--- src/rtl/spi_regfront_pkg.sv ---
package spi_regfront_pkg;
  localparam int REG_W  = 32;
  localparam int CTRL_W = 14;
  localparam logic [7:0] OFF_CTRL = 8'h00;
  localparam logic [7:0] OFF_TXB  = 8'h04;
  localparam logic [7:0] OFF_RXB  = 8'h08;
  localparam logic [7:0] OFF_BAUD = 8'h0C;
  localparam logic [7:0] OFF_IEN  = 8'h10;
  localparam int B_MSB   = 4;
  localparam int B_PHA   = 5;
  localparam int B_POL   = 6;
  localparam int B_SRST  = 7;
  localparam int B_MSTR  = 8;
  localparam int B_EN    = 9;
  localparam int B_LOOP  = 10;
  localparam int B_TXQ   = 11;
  localparam int B_RXQ   = 12;
  localparam int B_STR   = 13;
  localparam int IEN_BIT = 2;
endpackage

--- src/rtl/spirf_fifo.sv ---
module spirf_fifo #(
  parameter int W     = 16,
  parameter int DEPTH = 8
) (
  input  logic         clk,
  input  logic         rst,
  input  logic         flush,
  input  logic         cap_one,
  input  logic         push,
  input  logic [W-1:0] din,
  input  logic         pop,
  output logic [W-1:0] dout,
  output logic         empty,
  output logic         full
);
  localparam int AW = (DEPTH > 1) ? $clog2(DEPTH) : 1;
  localparam int CW = $clog2(DEPTH + 1);

  logic [W-1:0]  mem [DEPTH];
  logic [AW-1:0] wr_ptr, rd_ptr;
  logic [CW-1:0] count;
  logic          do_push, do_pop;

  assign empty   = (count == '0);
  assign full    = cap_one ? !empty : (count == CW'(DEPTH));
  assign do_push = push && !full && !flush;
  assign do_pop  = pop && !empty && !flush;
  assign dout    = mem[rd_ptr];

  always_ff @(posedge clk) begin
    if (do_push) mem[wr_ptr] <= din;
  end

  always_ff @(posedge clk) begin
    if (rst || flush) begin
      wr_ptr <= '0;
      rd_ptr <= '0;
      count  <= '0;
    end else begin
      if (do_push) wr_ptr <= (wr_ptr == AW'(DEPTH - 1)) ? '0 : wr_ptr + 1'b1;
      if (do_pop)  rd_ptr <= (rd_ptr == AW'(DEPTH - 1)) ? '0 : rd_ptr + 1'b1;
      case ({do_push, do_pop})
        2'b10:   count <= count + 1'b1;
        2'b01:   count <= count - 1'b1;
        default: count <= count;
      endcase
    end
  end

  AST_NO_OVERFLOW: assert property (@(posedge clk) disable iff (rst)
    count <= CW'(DEPTH));
  AST_FULL_DROP: assert property (@(posedge clk) disable iff (rst)
    (full && push && !pop && !flush) |=> (count == $past(count)));
  AST_FLUSH_EMPTY: assert property (@(posedge clk) disable iff (rst)
    flush |=> empty);
endmodule

--- src/rtl/spirf_irq.sv ---
module spirf_irq (
  input  logic clk,
  input  logic rst,
  input  logic ien_bit,
  input  logic tx_empty,
  input  logic busy,
  output logic irq
);
  always_ff @(posedge clk) begin
    if (rst) irq <= 1'b0;
    else     irq <= ien_bit && tx_empty && !busy;
  end

  AST_IRQ_MASKED: assert property (@(posedge clk) disable iff (rst)
    !ien_bit |=> !irq);
  AST_IRQ_IDLE: assert property (@(posedge clk) disable iff (rst)
    busy |=> !irq);
endmodule

--- src/rtl/spi_regfront.sv ---
module spi_regfront
  import spi_regfront_pkg::*;
#(
  parameter int ADDR_W  = 5,
  parameter int WORD_W  = 16,
  parameter int Q_DEPTH = 8
) (
  input  logic              clk,
  input  logic              rst,
  input  logic              bus_sel,
  input  logic              bus_wr,
  input  logic [ADDR_W-1:0] bus_addr,
  input  logic [31:0]       bus_wdata,
  output logic [31:0]       bus_rdata,
  output logic              tx_valid,
  input  logic              tx_ready,
  output logic [WORD_W-1:0] tx_data,
  input  logic              rx_valid,
  input  logic [WORD_W-1:0] rx_data,
  input  logic              shift_busy,
  output logic              engine_rst,
  output logic [3:0]        cfg_width_m1,
  output logic              cfg_msb_first,
  output logic              cfg_phase,
  output logic              cfg_polarity,
  output logic              cfg_master,
  output logic              cfg_enable,
  output logic              cfg_loopback,
  output logic              cfg_rx_stretch,
  output logic [15:0]       cfg_baud,
  output logic              irq
);
  localparam int PAD = REG_W - WORD_W;

  logic [CTRL_W-1:0] ctrl_q;
  logic [15:0]       baud_q;
  logic              ien_q;
  logic              wr_hit, rd_hit;
  logic [7:0]        off;
  logic              srst;
  logic              tx_empty, tx_full, rx_empty, rx_full;
  logic [WORD_W-1:0] rx_head;
  logic              tx_push, tx_pop, rx_pop;
  logic              unused_wbits;

  assign off          = 8'(bus_addr);
  assign wr_hit       = bus_sel && bus_wr;
  assign rd_hit       = bus_sel && !bus_wr;
  assign srst         = ctrl_q[B_SRST];
  assign unused_wbits = ^bus_wdata[31:16] ^ tx_full ^ rx_full;

  always_ff @(posedge clk) begin
    if (rst) begin
      ctrl_q <= '0;
      baud_q <= '0;
      ien_q  <= 1'b0;
    end else if (wr_hit) begin
      case (off)
        OFF_CTRL: ctrl_q <= bus_wdata[CTRL_W-1:0];
        OFF_BAUD: baud_q <= bus_wdata[15:0];
        OFF_IEN:  ien_q  <= bus_wdata[IEN_BIT];
        default:  ;
      endcase
    end
  end

  assign tx_push = wr_hit && (off == OFF_TXB) && !srst;
  assign tx_valid = !tx_empty && ctrl_q[B_EN] && !srst;
  assign tx_pop   = tx_valid && tx_ready;
  assign rx_pop   = rd_hit && (off == OFF_RXB);

  spirf_fifo #(.W(WORD_W), .DEPTH(Q_DEPTH)) u_txq (
    .clk(clk), .rst(rst), .flush(srst), .cap_one(!ctrl_q[B_TXQ]),
    .push(tx_push), .din(bus_wdata[WORD_W-1:0]), .pop(tx_pop),
    .dout(tx_data), .empty(tx_empty), .full(tx_full));

  spirf_fifo #(.W(WORD_W), .DEPTH(Q_DEPTH)) u_rxq (
    .clk(clk), .rst(rst), .flush(srst), .cap_one(!ctrl_q[B_RXQ]),
    .push(rx_valid && !srst), .din(rx_data), .pop(rx_pop),
    .dout(rx_head), .empty(rx_empty), .full(rx_full));

  spirf_irq u_irq (
    .clk(clk), .rst(rst), .ien_bit(ien_q), .tx_empty(tx_empty),
    .busy(shift_busy), .irq(irq));

  always_ff @(posedge clk) begin
    if (rst) begin
      bus_rdata <= '0;
    end else if (rd_hit) begin
      case (off)
        OFF_CTRL: bus_rdata <= {{(REG_W-CTRL_W){1'b0}}, ctrl_q};
        OFF_RXB:  bus_rdata <= rx_empty ? '0 : {{PAD{1'b0}}, rx_head};
        OFF_BAUD: bus_rdata <= {16'h0, baud_q};
        OFF_IEN:  bus_rdata <= 32'(ien_q) << IEN_BIT;
        default:  bus_rdata <= '0;
      endcase
    end
  end

  assign engine_rst     = srst;
  assign cfg_width_m1   = ctrl_q[3:0];
  assign cfg_msb_first  = ctrl_q[B_MSB];
  assign cfg_phase      = ctrl_q[B_PHA];
  assign cfg_polarity   = ctrl_q[B_POL];
  assign cfg_master     = ctrl_q[B_MSTR];
  assign cfg_enable     = ctrl_q[B_EN];
  assign cfg_loopback   = ctrl_q[B_LOOP];
  assign cfg_rx_stretch = ctrl_q[B_STR];
  assign cfg_baud       = baud_q;

  AST_SRST_HOLD: assert property (@(posedge clk) disable iff (rst)
    engine_rst |-> !tx_valid);
  AST_TX_HOLD: assert property (@(posedge clk) disable iff (rst)
    (tx_valid && !tx_ready && !(wr_hit && off == OFF_CTRL)) |=> (tx_valid && $stable(tx_data)));
  AST_RX_EMPTY_ZERO: assert property (@(posedge clk) disable iff (rst)
    (rx_pop && rx_empty) |=> (bus_rdata == '0));
  AST_UNMAPPED_ZERO: assert property (@(posedge clk) disable iff (rst)
    (rd_hit && off == OFF_TXB) |=> (bus_rdata == '0));
endmodule

--- config.mk ---
export PLATFORM = sky130hd
export DESIGN_NAME = spi_regfront
export DESIGN_NICKNAME = d
export VERILOG_FILES = /design/src/rtl/spi_regfront_pkg.sv /design/src/rtl/spirf_fifo.sv /design/src/rtl/spirf_irq.sv /design/src/rtl/spi_regfront.sv
export SDC_FILE = /design/constraint.sdc
export NUM_CORES = 1
export LEC_CHECK = 0
export ABC_AREA = 1
export BUFFER_PORTS_ARGS = -buffer_cell sky130_fd_sc_hd__buf_2
export CAP_MARGIN = 20
export CELL_PAD_IN_SITES_DETAIL_PLACEMENT = 1
export CELL_PAD_IN_SITES_GLOBAL_PLACEMENT = 2
export CORE_MARGIN = 1.5
export CORE_UTILIZATION = 32
export CTS_CLUSTER_SIZE = 40
export DETAILED_ROUTE_END_ITERATION = 8
export GPL_ROUTABILITY_DRIVEN = 1
export GPL_TIMING_DRIVEN = 1
export PLACE_DENSITY_LB_ADDON = 0.3
export SETUP_SLACK_MARGIN = 0.02
export SYNTH_ARGS = -nofsm -noshare
export SYNTH_HDL_FRONTEND = slang
export SYNTH_SLANG_ARGS = --single-unit
--- constraint.sdc ---
create_clock -name clk -period 4.49 [get_ports clk]
set_input_delay 0 -clock clk [delete_from_list [all_inputs] [get_ports clk]]
set_output_delay 0 -clock clk [all_outputs]
set_load 0.02 [all_outputs]
==> results of run 1 <==
==> per-stage QoR <==
step           hold WS, ns  area (sq um)  cells  worst slack (ns)
5_1_grt             0.1458         16540   2107             1.440
6_report            0.1074         16540   2107             1.723
2_1_floorplan      0.07866         13980   1363             2.343
4_1_cts            0.08834         16540   2106             1.646
3_5_place_dp        0.2118         14980   1998             1.672
3_3_place_gp        0.1988         14980   1998             1.696
==> flip-flops by register name, indices dropped and copies added, names as in the netlist, 4 cells and up, named ones only <==
register     count
u_rxq.mem      128
bus_rdata       16
u_txq.mem      128
ctrl_q          14
u_rxq.count      4
u_txq.count      4
cfg_baud        16
==> power groups by stage <==
stage	combinational (uW)	sequential, uW	clock [uW]
2_1_floorplan	204	3470	0
3_3_place_gp	326	3470	0
5_1_grt	403	3410	3090
6_report	356	3410	2890
3_5_place_dp	336	3470	0
4_1_cts	365	3410	2990
==> cell type report <==
| type | instances | area [sq um] |
|---|---|---|
| well taps | 585 | 732.0 |
| diodes | 1 | 2.502 |
| multi-input cells | 799 | 3781 |
| clock inverters | 10 | 71.32 |
| repair buffers | 171 | 1119 |
| fillers | 4920 | 26440 |
| clock buffers | 59 | 1091 |
| flip-flops and latches | 330 | 9173 |
| inverters | 152 | 570.5 |
==> worst register-to-register path: cells and delay by family (launching register included) <==
kind            cells  cell delay [ns]
xor+xnor            2             0.38
simple gates        4             0.97
flops               1             0.38
buf+inv             3             0.31
compound gates      2             0.19
fa+ha+maj           2             0.43
==> how the worst max path moves through the flow <==
| stage | end | slack, ns | cells after the start |
|---|---|---|---|
| after detailed placement | u_rxq.count[2] | 1.67 | 13 |
| after CTS | u_rxq.count[2] | 1.65 | 13 |
| final | u_rxq.count[2] | 1.72 | 13 |
| after global placement | u_rxq.count[2] | 1.70 | 13 |
| after floorplan | u_txq.mem[0][0] | 2.34 | 6 |
| after global routing | u_rxq.count[3] | 1.44 | 14 |
==> cell usage after synthesis <==
cell type | instances | area share, %
a21oi_2 | 9 | 0.57
inv_2 | 8 | 0.22
xnor2_1 | 2 | 0.13
clkinv_1 | 1 | 0.027
nand3_1 | 96 | 3.5
clkbuf_1 | 27 | 0.73
buf_1 | 3 | 0.081
ha_1 | 14 | 1.3
nor3_1 | 2 | 0.072
buf_4 | 23 | 1.2
o211a_1 | 1 | 0.072
o21ai_0 | 96 | 3.5
nor4_1 | 1 | 0.045
nor2_4 | 3 | 0.24
inv_1 | 143 | 3.9
a22oi_1 | 1 | 0.054
a21oi_1 | 41 | 1.5
or2_0 | 1 | 0.045
nand2_2 | 3 | 0.13
nand4_1 | 4 | 0.18
nand3b_1 | 1 | 0.054
o32ai_1 | 32 | 2.0
nor2_1 | 201 | 5.4
nand3_2 | 1 | 0.072
buf_6 | 5 | 0.40
dfxtp_1 | 74 | 11
xor2_1 | 4 | 0.25
nand2_1 | 246 | 6.6
or2_2 | 14 | 0.63
nor2_2 | 5 | 0.22
o211ai_1 | 4 | 0.22
buf_2 | 24 | 0.86
conb_1 | 1 | 0.027
or2_1 | 1 | 0.045
edfxtp_1 | 256 | 55
==> routing by layer <==
layer  vias to the layer above  part of all wire [%]
li1                       4758                     -
met1                      4706                    44
met2                       147                    51
met3                        44                   3.5
met4                         0                   2.0
met5                         -                     0
==> cell families after synthesis <==
family                     share of synthesized area, %
buffers and inverters                             7.412
and+or+nand+nor                                   17.24
AOI/OAI and AO/OA                                 7.844
adders and majority gates                         1.258
xor gates and xnor gates                         0.3774
DFF                                               65.84
other                                           0.02693
==> flow_metrics.env, run 1 <==
export IMPL_status="finished, final reports clean"
export IMPL_timing_fmax_ghz=0.3614
export IMPL_rsz0062_at_grt="false"
export IMPL_h_tree_depth=2
export IMPL_path_clk_slew_ns=0.06
export IMPL_gr_usage_met1_pct=21.71
export IMPL_vias=9655
export IMPL_cpPeakStageDelay_ns=0.54
export IMPL_start_kind="register"
export IMPL_syn2layout_area_growth_pct=18.77
export IMPL_min_delay_start="bus_addr[4]"
export IMPL_whs_path_depth=8
export IMPL_postCtsSetupBuffers=0
export IMPL_slew_viol_final=0
export IMPL_grt_start_max_net_pins=65
export IMPL_yosysSeqAreaShare_pct=65.84
export IMPL_r2r_end="u_rxq.count[2]"
export IMPL_mostFrequentLayoutCell="edfxtp_1"
export IMPL_drtPass1Iterations=4
export IMPL_r2r_start="u_rxq.count[0]"
export IMPL_power_leakage_uw=0.006502
export IMPL_fin_setup_tns_ns=0
export IMPL_ant_nets=0
export IMPL_die_area_sq_um=44780
export IMPL_cpLargestDelayFamily="simple AND/OR/NAND/NOR gates"
export IMPL_worst_path_buf_inv=3
export IMPL_cts_buffers=38
export IMPL_drive_gt1_share_pct=14.92
export IMPL_ios=138
export IMPL_ctsHoldBuffers=39
export IMPL_fin_util_pct=38.48
export IMPL_tritoncts="yes"
export IMPL_internal_power_uw=5166
export IMPL_antenna_found_initial=1
export IMPL_p_comb_share_pct=5.4
export IMPL_coreArea_sq_um=42980
export IMPL_routedWlPerCell_microns=18.10
export IMPL_power_switching_uw=1486
export IMPL_remaining_drc_errors=0
export IMPL_wirelength_microns=38130
export IMPL_grt_pass1_wl_microns=58590
export IMPL_start_util_pct=32.40
export IMPL_die_height_microns=211.6
export IMPL_globalRouteOverflowTotal=0
export IMPL_hold_end="bus_rdata[12]"
export IMPL_dieWidth_microns=211.6
export IMPL_fin_crit_sh_pct=61.62
export IMPL_cts_sinks=330
export IMPL_cts_path_max_buffers=3
export IMPL_arrival_ns=3.20
export IMPL_critPathLaunch="u_rxq.count[0]"
export IMPL_yosys_warnings=0
export IMPL_seqPwrFrac_pct=51.2
export IMPL_p_total_uw=6651
export IMPL_setup_viol=0
export IMPL_clkLatencyLatePin_ns=0.55
export IMPL_p_sw_share_pct=22.34
export IMPL_crit_path_end_kind="register"
export IMPL_cp_max_fo=17
export IMPL_tightestPinTransition_ns=0.9332
export IMPL_vdd_drop_max_mv=0.2486
export IMPL_grt_use_met3_pct=2.878
export IMPL_gp_congestion=0.7203
export IMPL_grt_pass1_vias=9992
export IMPL_p_per_area_nw_per_um2=402.1
export IMPL_grt_util_met2_pct=30.93
export IMPL_hold_viol=0
export IMPL_ctsResizeCount=0
export IMPL_drt_initial_drc_count=460
export IMPL_drv_cap=0
export IMPL_cp_required_ns=4.93
export IMPL_skew_ns=0.01952
export IMPL_final_cell_mix="edfxtp_1, nand2_1, nor2_1"
export IMPL_regToRegSetupSlack_ns=1.72
export IMPL_ys_ff_latch=330
export IMPL_dp_hpwl_microns=24200
export IMPL_worstPathCellList="inv_1 -> nand2_2 -> nor2_2 -> nor2_4 -> nand3_1 -> inv_2 -> ha_1 -> xor2_1 -> ha_1 -> a21oi_1 -> xnor2_1 -> o21ai_0 -> inv_1"
export IMPL_track_usage_pct=17.42
export IMPL_fp_row_count=76
export IMPL_slew_headroom_pct=37.56
export IMPL_ys_types=35
export IMPL_reg2reg_depth=13
export IMPL_crit_type="reg -> reg"
export IMPL_clkPwrFrac_pct=43.4
export IMPL_syn_area_per_cell_sq_um=10.33
export IMPL_syn_inst=1348
export IMPL_cts_root_buf="clkbuf_16"
export IMPL_finalCriticalPeriod_ns=2.767
export IMPL_netlist_area_sq_um=13930
export IMPL_final_nets=1566
export IMPL_io_buffers=105
export IMPL_viasPerCell=4.582
export IMPL_grt_busiest_layer="met2"
export IMPL_critPathSlowestCell="nor2_4"
export IMPL_hold_path_class="in -> reg"
Note: power is estimated with default switching activity, not from simulation.
==> inputs of run 2 (changes only) <==
Clock period 4.49 ns to 2.6 ns, I/O delays scaled along.
==> flow_metrics.env, run 2 (synthesized netlist as in run 1, its figures left out) <==
export IMPL_finalInstanceArea_sq_um=16720
export IMPL_status="finished, final reports clean"
export IMPL_ant_nets=0
export IMPL_start_util_pct=32.40
export IMPL_finalCriticalPeriod_ns=2.260
export IMPL_cts_sinks=330
export IMPL_die_area_sq_um=44780
export IMPL_hold_path_class="in -> reg"
export IMPL_dieWidth_microns=211.6
export IMPL_regToRegSetupSlack_ns=0.34
export IMPL_grt_pass1_wl_microns=58570
export IMPL_tritoncts="yes"
export IMPL_wirelength_microns=38140
export IMPL_ios=138
export IMPL_crit_path_end_kind="register"
export IMPL_h_tree_depth=2
export IMPL_vias=9801
export IMPL_drive_gt1_share_pct=15.80
export IMPL_setup_viol=0
export IMPL_fin_util_pct=38.89
export IMPL_coreArea_sq_um=42980
export IMPL_start_kind="register"
export IMPL_timing_fmax_ghz=0.4425
export IMPL_vdd_drop_max_mv=0.3910
export IMPL_routedWlPerCell_microns=17.96
export IMPL_grt_start_max_net_pins=65
export IMPL_cp_max_fo=6
export IMPL_r2r_start="u_txq.count[0]"
export IMPL_critPathSlowestCell="dfxtp_1"
export IMPL_globalRouteOverflowTotal=0
export IMPL_hold_viol=0
export IMPL_dp_hpwl_microns=24620
export IMPL_final_cell_mix="edfxtp_1, nand2_1, nor2_1"
export IMPL_fin_setup_tns_ns=0
export IMPL_p_total_uw=11530
export IMPL_rsz0062_at_grt="false"
export IMPL_placed_cell_area_sq_um=15160
export IMPL_drv_cap=0
export IMPL_cp_required_ns=3.02
export IMPL_skew_ns=0.007493
export IMPL_whs_path_depth=5
export IMPL_cts_root_buf="clkbuf_16"
export IMPL_slew_headroom_pct=45.19
export IMPL_drt_initial_drc_count=377
export IMPL_cts_buffers=38
export IMPL_crit_type="reg -> reg"
export IMPL_clkLatencyLatePin_ns=0.53
export IMPL_min_delay_start="bus_sel"
export IMPL_grt_pass1_vias=10070
export IMPL_slew_viol_final=0
export IMPL_drtPass1Iterations=4
export IMPL_syn2layout_area_growth_pct=20.05
export IMPL_postCtsSetupBuffers=0
export IMPL_fin_crit_sh_pct=86.91
export IMPL_power_leakage_uw=0.006615
export IMPL_cpPeakStageDelay_ns=0.40
export IMPL_cts_path_max_buffers=3
export IMPL_antenna_found_initial=1
export IMPL_track_usage_pct=17.30
export IMPL_remaining_drc_errors=0
export IMPL_final_nets=1583
export IMPL_tightestPinTransition_ns=0.8212
export IMPL_path_clk_slew_ns=0.06
export IMPL_worstPathCellList="nor2_1 -> nand3_1 -> nand4_1 -> inv_1 -> ha_1 -> xor2_1 -> ha_1 -> a21oi_1 -> xnor2_1 -> o21ai_0 -> inv_1"
export IMPL_io_buffers=105
export IMPL_gp_congestion=0.7490
export IMPL_hold_end="cfg_baud[2]"
export IMPL_arrival_ns=2.68
export IMPL_die_height_microns=211.6
export IMPL_r2r_end="u_txq.count[2]"
export IMPL_p_per_area_nw_per_um2=689.8
export IMPL_fp_row_count=76
export IMPL_viasPerCell=4.617
export IMPL_mostFrequentLayoutCell="edfxtp_1"
export IMPL_top_regs="u_rxq.mem: 128 flops, u_txq.mem: 128 flops"
export IMPL_antennaDiodeCount=0
export IMPL_reg2reg_depth=11
run 2: cell types whose count changed in the layout (fill, tap and decap cells not counted), sizes merged:
cell | previous run | this run
buf | 132 | 149
clkbuf | 59 | 53
clkinv | 10 | 16
bufinv | 0 | 1
diode | 1 | 0
inv | 152 | 151
run 2: cell type report:
cell class              count  area [sq um]
flip-flops and latches    330          9173
clock buffers              53          1071
clock inverters            16         93.84
multi-input cells         799          3781
fillers                  4833         26260
inverters                 152         570.5
repair buffers            188          1296
well taps                 585         732.0
run 2: worst max path at each step:
stage,end,cells after the start,from
final,u_txq.count[2],11,u_txq.count[0]
after global routing,u_txq.count[2],11,u_txq.count[0]
after CTS,u_txq.count[2],11,u_txq.count[0]
after detailed placement,u_txq.count[2],11,u_txq.count[0]
after global placement,u_txq.count[2],11,u_txq.count[0]
after floorplan,u_txq.mem[0][0],6,u_txq.count[0]
run 2: per-layer routing:
metal,vias up,share of wire (%),global-route usage (%)
li1,4800,-,-
met1,4775,43,21.79
met2,174,51,30.83
met3,52,3.7,2.477
met4,0,2.2,4.852
met5,-,0,0
run 2: per-stage QoR:
step / hold WS (ns) / setup WS, ns / instances
after global placement: 0.2113 / 0.3957 / 2015
after detailed placement: 0.2078 / 0.3473 / 2015
after CTS: 0.02464 / 0.3356 / 2123
final: 0.04938 / 0.3403 / 2123
after floorplan: 0.07866 / 0.4527 / 1363
after global routing: 0.07885 / 0.06973 / 2123
run 2: what timing repair did:
action / in CTS / in global routing
endpoints found under the hold margin: 305 / 0
hold buffers: 39 / 0
resized for setup: 0 / 0
run 2: power by group:
part | leakage, uW | internal, uW | switching (uW) | total [uW]
combinational | 0.00314 | 199 | 434 | 632
clock | 0.000571 | 2970 | 2050 | 5020
sequential | 0.00291 | 5830 | 49.6 | 5880
total | 0.00662 | 8990 | 2540 | 11500
run 2: worst max-delay path, delay by kind of cell (launching register included):
| family | cells | cell delay (ns) |
|---|---|---|
| AO/OA/AOI/OAI | 2 | 0.21 |
| XOR/XNOR | 2 | 0.41 |
| adder cells (fa/ha/maj) | 2 | 0.44 |
| buffers and inverters | 2 | 0.23 |
| flip-flops | 1 | 0.40 |
| AND/OR/NAND/NOR | 3 | 0.46 |
